==> config.mk <==
export PLATFORM = sky130hd
export DESIGN_NAME = bus_sizer
export DESIGN_NICKNAME = d
export VERILOG_FILES = /design/src/rtl/bsz_pkg.sv /design/src/rtl/bsz_wait_ctr.sv /design/src/rtl/bsz_lane_steer.sv /design/src/rtl/bsz_seq.sv /design/src/rtl/bus_sizer.sv
export SDC_FILE = /design/constraint.sdc
export NUM_CORES = 1
export LEC_CHECK = 0
export BUFFER_PORTS_ARGS = -buffer_cell sky130_fd_sc_hd__buf_4
export CORE_ASPECT_RATIO = 0.5
export CORE_UTILIZATION = 50
export DETAILED_ROUTE_END_ITERATION = 16
export MAX_ROUTING_LAYER = met4
export PLACE_DENSITY_LB_ADDON = 0.3
export SKIP_CTS_REPAIR_TIMING = 1
export SYNTH_ARGS = -nofsm -noshare
export SYNTH_HDL_FRONTEND = slang
export SYNTH_SLANG_ARGS = --single-unit
==> constraint.sdc <==
create_clock -name clk_i -period 5.1 [get_ports clk_i]
set_clock_uncertainty 0.1 [all_clocks]
set_input_delay 0.765 -clock clk_i [delete_from_list [all_inputs] [get_ports clk_i]]
set_output_delay 0.765 -clock clk_i [all_outputs]
set_load 0.01 [all_outputs]
==> src/rtl/bsz_pkg.sv <==
package bsz_pkg;
  typedef enum logic [1:0] {ST_IDLE, ST_ADDR, ST_CMD} bsz_state_e;

  // active-low strobe vector {mem_rd, mem_wr, io_rd, io_wr}
  function automatic logic [3:0] strobe_vec(input logic cmd, input logic io, input logic we);
    logic [3:0] v;
    v = 4'b1111;
    if (cmd) v[3 - {io, we}] = 1'b0;
    return v;
  endfunction
endpackage

==> src/rtl/bsz_wait_ctr.sv <==
module bsz_wait_ctr #(
  parameter int unsigned WS16    = 1,
  parameter int unsigned WS8     = 4,
  parameter int unsigned TMO_LIM = 8
) (
  input  logic clk_i,
  input  logic rst_ni,
  input  logic run_i,
  input  logic wide_i,
  input  logic zws_ni,
  input  logic rdy_i,
  output logic fin_o,
  output logic tmo_o
);
  localparam int unsigned LEN16 = WS16 + 1;
  localparam int unsigned LEN8  = WS8 + 1;
  localparam int unsigned CW    = $clog2(LEN8 + 1);
  localparam int unsigned EW    = $clog2(TMO_LIM + 1);

  logic [CW-1:0] cnt_q, len;
  logic [EW-1:0] ext_q;
  logic          at_end;

  assign len    = wide_i ? CW'(LEN16) : CW'(LEN8);
  assign at_end = run_i && ((cnt_q >= len) || !zws_ni);
  assign tmo_o  = at_end && !rdy_i && (ext_q == EW'(TMO_LIM - 1));
  assign fin_o  = at_end && (rdy_i || tmo_o);

  always_ff @(posedge clk_i or negedge rst_ni) begin
    if (!rst_ni) begin
      cnt_q <= CW'(1);
      ext_q <= '0;
    end else if (!run_i || fin_o) begin
      cnt_q <= CW'(1);
      ext_q <= '0;
    end else begin
      if (!at_end) cnt_q <= cnt_q + CW'(1);
      if (at_end && !rdy_i) ext_q <= ext_q + EW'(1);
    end
  end
endmodule

==> src/rtl/bsz_lane_steer.sv <==
module bsz_lane_steer #(
  parameter int unsigned LANES  = 2,
  parameter int unsigned LANE_W = 8,
  localparam int unsigned DW    = LANES * LANE_W,
  localparam int unsigned SW    = (LANES > 1) ? $clog2(LANES) : 1
) (
  input  logic          wide_i,
  input  logic [SW-1:0] lane_i,
  input  logic [DW-1:0] wdata_i,
  input  logic [DW-1:0] bus_rdata_i,
  input  logic [DW-1:0] rdata_q_i,
  output logic [DW-1:0] bus_wdata_o,
  output logic [DW-1:0] rdata_nxt_o
);
  logic [LANE_W-1:0] sel_byte;
  assign sel_byte = wdata_i[lane_i*LANE_W +: LANE_W];

  for (genvar g = 0; g < LANES; g++) begin : g_lane
    assign bus_wdata_o[g*LANE_W +: LANE_W] = wide_i ? wdata_i[g*LANE_W +: LANE_W] : sel_byte;
    assign rdata_nxt_o[g*LANE_W +: LANE_W] =
        wide_i                ? bus_rdata_i[g*LANE_W +: LANE_W] :
        (lane_i == SW'(g))    ? bus_rdata_i[LANE_W-1:0]         :
                                rdata_q_i[g*LANE_W +: LANE_W];
  end
endmodule

==> src/rtl/bsz_seq.sv <==
module bsz_seq
  import bsz_pkg::*;
#(
  parameter int unsigned AW = 24
) (
  input  logic          clk_i,
  input  logic          rst_ni,
  input  logic          req_i,
  input  logic [AW-1:0] addr_i,
  input  logic [1:0]    be_i,
  input  logic          we_i,
  input  logic          io_i,
  input  logic          memcs16_ni,
  input  logic          iocs16_ni,
  input  logic          fin_i,
  input  logic          tmo_i,
  output bsz_state_e    state_o,
  output logic          lane_o,
  output logic          wide_o,
  output logic          we_o,
  output logic          io_o,
  output logic [AW-1:0] addr_o,
  output logic [1:0]    be_o,
  output logic          accept_o,
  output logic          capture_o,
  output logic          done_o,
  output logic          err_o
);
  bsz_state_e    state_q;
  logic          lane_q, wide_q, split_q, half2_q, we_q, io_q, done_q, err_q;
  logic [AW-1:0] addr_q;
  logic [1:0]    be_q;
  logic          cs16;
  logic          cmd_end;

  assign cs16      = io_q ? !iocs16_ni : !memcs16_ni;
  assign cmd_end   = (state_q == ST_CMD) && fin_i;
  assign accept_o  = (state_q == ST_IDLE) && req_i;
  assign capture_o = cmd_end && !we_q && !tmo_i;

  always_ff @(posedge clk_i or negedge rst_ni) begin
    if (!rst_ni) begin
      state_q <= ST_IDLE;
      lane_q  <= 1'b0;
      wide_q  <= 1'b0;
      split_q <= 1'b0;
      half2_q <= 1'b0;
      we_q    <= 1'b0;
      io_q    <= 1'b0;
      addr_q  <= '0;
      be_q    <= 2'b00;
      done_q  <= 1'b0;
      err_q   <= 1'b0;
    end else begin
      done_q <= 1'b0;
      err_q  <= 1'b0;
      unique case (state_q)
        ST_IDLE: if (req_i) begin
          state_q <= ST_ADDR;
          addr_q  <= addr_i;
          be_q    <= be_i;
          we_q    <= we_i;
          io_q    <= io_i;
          lane_q  <= (be_i == 2'b10);
          half2_q <= 1'b0;
        end
        ST_ADDR: begin
          state_q <= ST_CMD;
          if (!half2_q) begin
            wide_q  <= cs16;
            split_q <= (be_q == 2'b11) && !cs16;
          end
        end
        ST_CMD: if (fin_i) begin
          if (split_q && !tmo_i) begin
            split_q <= 1'b0;
            half2_q <= 1'b1;
            lane_q  <= 1'b1;
            state_q <= ST_ADDR;
          end else begin
            split_q <= 1'b0;
            state_q <= ST_IDLE;
            done_q  <= 1'b1;
            err_q   <= tmo_i;
          end
        end
        default: state_q <= ST_IDLE;
      endcase
    end
  end

  assign state_o = state_q;
  assign lane_o  = lane_q;
  assign wide_o  = wide_q;
  assign we_o    = we_q;
  assign io_o    = io_q;
  assign addr_o  = addr_q;
  assign be_o    = be_q;
  assign done_o  = done_q;
  assign err_o   = err_q;
endmodule

==> src/rtl/bus_sizer.sv <==
module bus_sizer
  import bsz_pkg::*;
#(
  parameter int unsigned AW      = 24,
  parameter int unsigned WS16    = 1,
  parameter int unsigned WS8     = 4,
  parameter int unsigned TMO_LIM = 8,
  parameter int unsigned LANE_W  = 8,
  localparam int unsigned DW     = 2 * LANE_W
) (
  input  logic          clk_i,
  input  logic          rst_ni,
  input  logic          req_i,
  input  logic [AW-1:0] addr_i,
  input  logic [1:0]    be_i,
  input  logic          we_i,
  input  logic          io_i,
  input  logic [DW-1:0] wdata_i,
  output logic          busy_o,
  output logic          done_o,
  output logic          err_o,
  output logic [DW-1:0] rdata_o,
  output logic [AW-1:0] bus_addr_o,
  output logic          bale_o,
  output logic          bhe_no,
  output logic          mem_rd_no,
  output logic          mem_wr_no,
  output logic          io_rd_no,
  output logic          io_wr_no,
  output logic [DW-1:0] bus_wdata_o,
  input  logic [DW-1:0] bus_rdata_i,
  input  logic          memcs16_ni,
  input  logic          iocs16_ni,
  input  logic          zws_ni,
  input  logic          rdy_i
);
  bsz_state_e    state;
  logic          lane, wide, we_q, io_q, accept, capture, fin, tmo;
  logic [AW-1:0] addr_q;
  logic [1:0]    be_q;
  logic [DW-1:0] rdata_q, rdata_nxt;

  bsz_seq #(.AW(AW)) i_seq (
    .clk_i, .rst_ni, .req_i, .addr_i, .be_i, .we_i, .io_i,
    .memcs16_ni, .iocs16_ni,
    .fin_i(fin), .tmo_i(tmo),
    .state_o(state), .lane_o(lane), .wide_o(wide), .we_o(we_q), .io_o(io_q),
    .addr_o(addr_q), .be_o(be_q), .accept_o(accept), .capture_o(capture),
    .done_o, .err_o
  );

  bsz_wait_ctr #(.WS16(WS16), .WS8(WS8), .TMO_LIM(TMO_LIM)) i_wait (
    .clk_i, .rst_ni,
    .run_i(state == ST_CMD), .wide_i(wide), .zws_ni, .rdy_i,
    .fin_o(fin), .tmo_o(tmo)
  );

  bsz_lane_steer #(.LANES(2), .LANE_W(LANE_W)) i_steer (
    .wide_i(wide), .lane_i(lane), .wdata_i, .bus_rdata_i, .rdata_q_i(rdata_q),
    .bus_wdata_o, .rdata_nxt_o(rdata_nxt)
  );

  always_ff @(posedge clk_i or negedge rst_ni) begin
    if (!rst_ni)      rdata_q <= '0;
    else if (accept)  rdata_q <= '0;
    else if (capture) rdata_q <= rdata_nxt;
  end

  assign rdata_o    = rdata_q;
  assign busy_o     = (state != ST_IDLE);
  assign bale_o     = (state == ST_ADDR);
  assign bus_addr_o = {addr_q[AW-1:1], lane};
  assign bhe_no     = !be_q[1];
  assign {mem_rd_no, mem_wr_no, io_rd_no, io_wr_no} = strobe_vec(state == ST_CMD, io_q, we_q);
endmodule

==> results.cfg <==
[yosys]
synthCells = 227
syn_area_um2 = 2790
synth_cell_types = 38
yosysTopAreaCellShare_pct = 51.2
synth-seq-cells = 58
synthTopCellsByArea = dfrtp_1 (51%), mux2_2 (18%), mux2i_1 (6.1%), nor2_1 (3.6%), ha_1 (2.2%)
synth-xor-area-share_pct = 0.314
yosysTopAreaCell = dfrtp_1
syn_nets = 299
synth_compound_area_share_pct = 7.14
ys.warnings.count = 0
synthMuxAreaShare_pct = 24.4
synth-simple-area-share_pct = 11.1
synth_adder_area_share_pct = 2.24
yosysSeqAreaShare_pct = 52.1
synth_top_family_by_area = multiplexers
avgSynthCellArea_um2 = 12.3

[detailed_routing]
routedWlPerCell_um = 16.0
drc_errors = 0
first_iter_violations = 68
vias = 2267
antenna_left = 0
viasPerCell = 5.25
first_pass_iters = 4
totalWireLength_um = 6890

[sta]
rsz0062_at_grt = false
hold_slack_ns = 0.384
timing.fmax_ghz = 0.314
fin_ws_ns = 1.92
slew_violations = 0
finalCritPeriodShare_pct = 62.4
period_minus_slack_ns = 3.18
fin_setup_tns_ns = 0
maxSlewHeadroom_pct = 25.7
finalHoldViolCount = 0
worst_slew_pin_slew_ns = 1.11
setup_viol = 0

[worst_setup_path]
path_cells = inv_1, ha_1, nand2b_1, a221oi_4, or4_1, mux2i_1, nor2_1
critPathKind = reg2reg
cp.arrival_ns = 3.25
cp-start-kind = flip-flop
endpoint_kind = flip-flop
timing.rr.start = i_seq.wide_o$_DFFE_PN0P_
slowest_delay_ns = 0.74
critical-path-slowest-cell = dfrtp_1
reg2reg_to = rdata_o[6]$_DFFE_PN0P_
cpLargestDelayFamily = simple AND/OR/NAND/NOR gates
required_ns = 5.17
reg2reg_depth = 7
crit_buf_inv = 1
worstPathMaxFanout = 17
rrSetupSlack_ns = 1.92

[final_layout]
area_growth_pct = 44.0
nFillCells = 351
stdcell_count = 432
design_area_um2 = 4020
fin_nets = 429
diodes = 0
drive_gt1_share_pct = 54.1
final_core_util_pct = 78.2

[grt]
grt_util_met3_pct = 8.21
antenna_found_initial = 0
gr-usage-all-layers_pct = 25.5
met1_usage_pct = 27.6
globalRouteMet2Util_pct = 46.2
grt_pass1_wl_um = 10600
grt_pass1_vias = 2238
busiest_layer = met2
grt_max_degree = 59
grt_overflow = 0

[die]
initial_core_util_pct = 54.3
fp.dieW_um = 108
rows = 18
die_h_um = 54.8
core_area_um2 = 5130
die-area_um2 = 5900
io_pins = 132

[power]
peakVddDrop_mv = 0.351
powerDensity_nw_per_um2 = 580
leakagePower_nw = 2.01
finalPower_mw = 2.33

[clocking]
clk_path_buf_depth = 2
cts.htree.levels = 3
insertion_delay_ns = 0.33
clock-sinks = 58
numCtsBuffers = 9
cts_tree = built
clk_pin_slew_ns = 0.07
cts-root-buf = clkbuf_8

[place]
post-place-ws_ns = 1.95
place.gp.congestion = 0.775
dp_cells = 416
placed_cell_area_um2 = 3800
port-buffer-count = 130
dpl.hpwl_um = 4860

[run_status]
status = finished, final reports clean

[min_path]
hold_path.class = in2async

[job]
maxCapViolations = 0
## power breakdown
group	leakage [nW]	internal (mW)	switching, mW
clock	0.108	0.288	0.177
sequential	0.733	0.653	0.147
combinational	1.17	0.581	0.482
total	2.01	1.52	0.807
## sequential cells by signal, summed over array words and instances, names as in the netlist, 2 cells and up
register,flops
i_wait.cnt_q,3
rdata_o,16
i_seq.addr_o,23
i_seq.be_o,2
i_wait.ext_q,4
i_seq.state_o,2
## Yosys cell counts, drive strengths merged
master / number
dfrtp: 57
mux2: 45
nor2: 28
mux2i: 17
a211oi: 8
buf: 8
nand2: 6
nand2b: 6
nor2b: 6
ha: 5
inv: 5
nand3: 4
a21oi: 3
a22oi: 3
clkbuf: 3
nor3: 3
a21o: 2
o21ai: 2
o21bai: 2
a2111oi: 1
a221oi: 1
a31oi: 1
and2: 1
dfstp: 1
nand3b: 1
nor3b: 1
nor4: 1
o221a: 1
o32ai: 1
or2: 1
or3: 1
or4: 1
xor2: 1
## per-layer routing
| metal | wire (µm) | share of wire (%) | vias up |
|---|---|---|---|
| li1 | - | - | 1068 |
| met1 | 2760 | 40 | 1118 |
| met2 | 3690 | 54 | 74 |
| met4 | 53 | 0.77 | 0 |
| met5 | 0 | 0 | - |
| met3 | 386 | 5.6 | 7 |
## cell type report
cell class	instances	area, µm²	share of cell area, %
clock buffers	13	149	3.71
clock inverters	3	65.1	1.62
inverters	5	18.8	0.467
multi-input cells	153	1270	31.5
flip-flops and latches	58	1450	36.2
well taps	70	87.6	2.18
repair buffers	130	976	24.3
## worst max path at each step
| stage | from | to | slack (ns) | depth (start not counted) |
|---|---|---|---|---|
| floorplan | i_seq.wide_o$_DFFE_PN0P_ | i_seq.lane_o$_DFFE_PN0P_ | 2.45 | 8 |
| global placement | i_seq.wide_o$_DFFE_PN0P_ | rdata_o[0]$_DFFE_PN0P_ | 2.05 | 7 |
| detailed placement | i_seq.wide_o$_DFFE_PN0P_ | rdata_o[1]$_DFFE_PN0P_ | 1.95 | 7 |
| CTS | i_seq.wide_o$_DFFE_PN0P_ | rdata_o[6]$_DFFE_PN0P_ | 1.92 | 7 |
| global route | i_seq.wide_o$_DFFE_PN0P_ | rdata_o[1]$_DFFE_PN0P_ | 1.68 | 7 |
| finish | i_seq.wide_o$_DFFE_PN0P_ | rdata_o[6]$_DFFE_PN0P_ | 1.92 | 7 |
## logic make-up (layout without fill, tap and decap cells)
family,count (synthesis),count (layout)
adders and majority gates,5,5
AOI/OAI and AO/OA,25,25
and+or+nand+nor,60,60
buffers and inverters,16,151
DFF,58,58
xor gates and xnor gates,1,1
muxes,62,62
## cells in the final DEF, fill, tap and decap left out, types with 6 or more instances in the layout
cell type and count:
buf_4 130, a211oi_1 8, nor2_1 27, mux2i_1 17, dfrtp_1 57, clkbuf_8 10
nor2b_1 6, nand2b_1 6, nand2_1 6, mux2_2 44
Power figures use the tool's default switching activity.
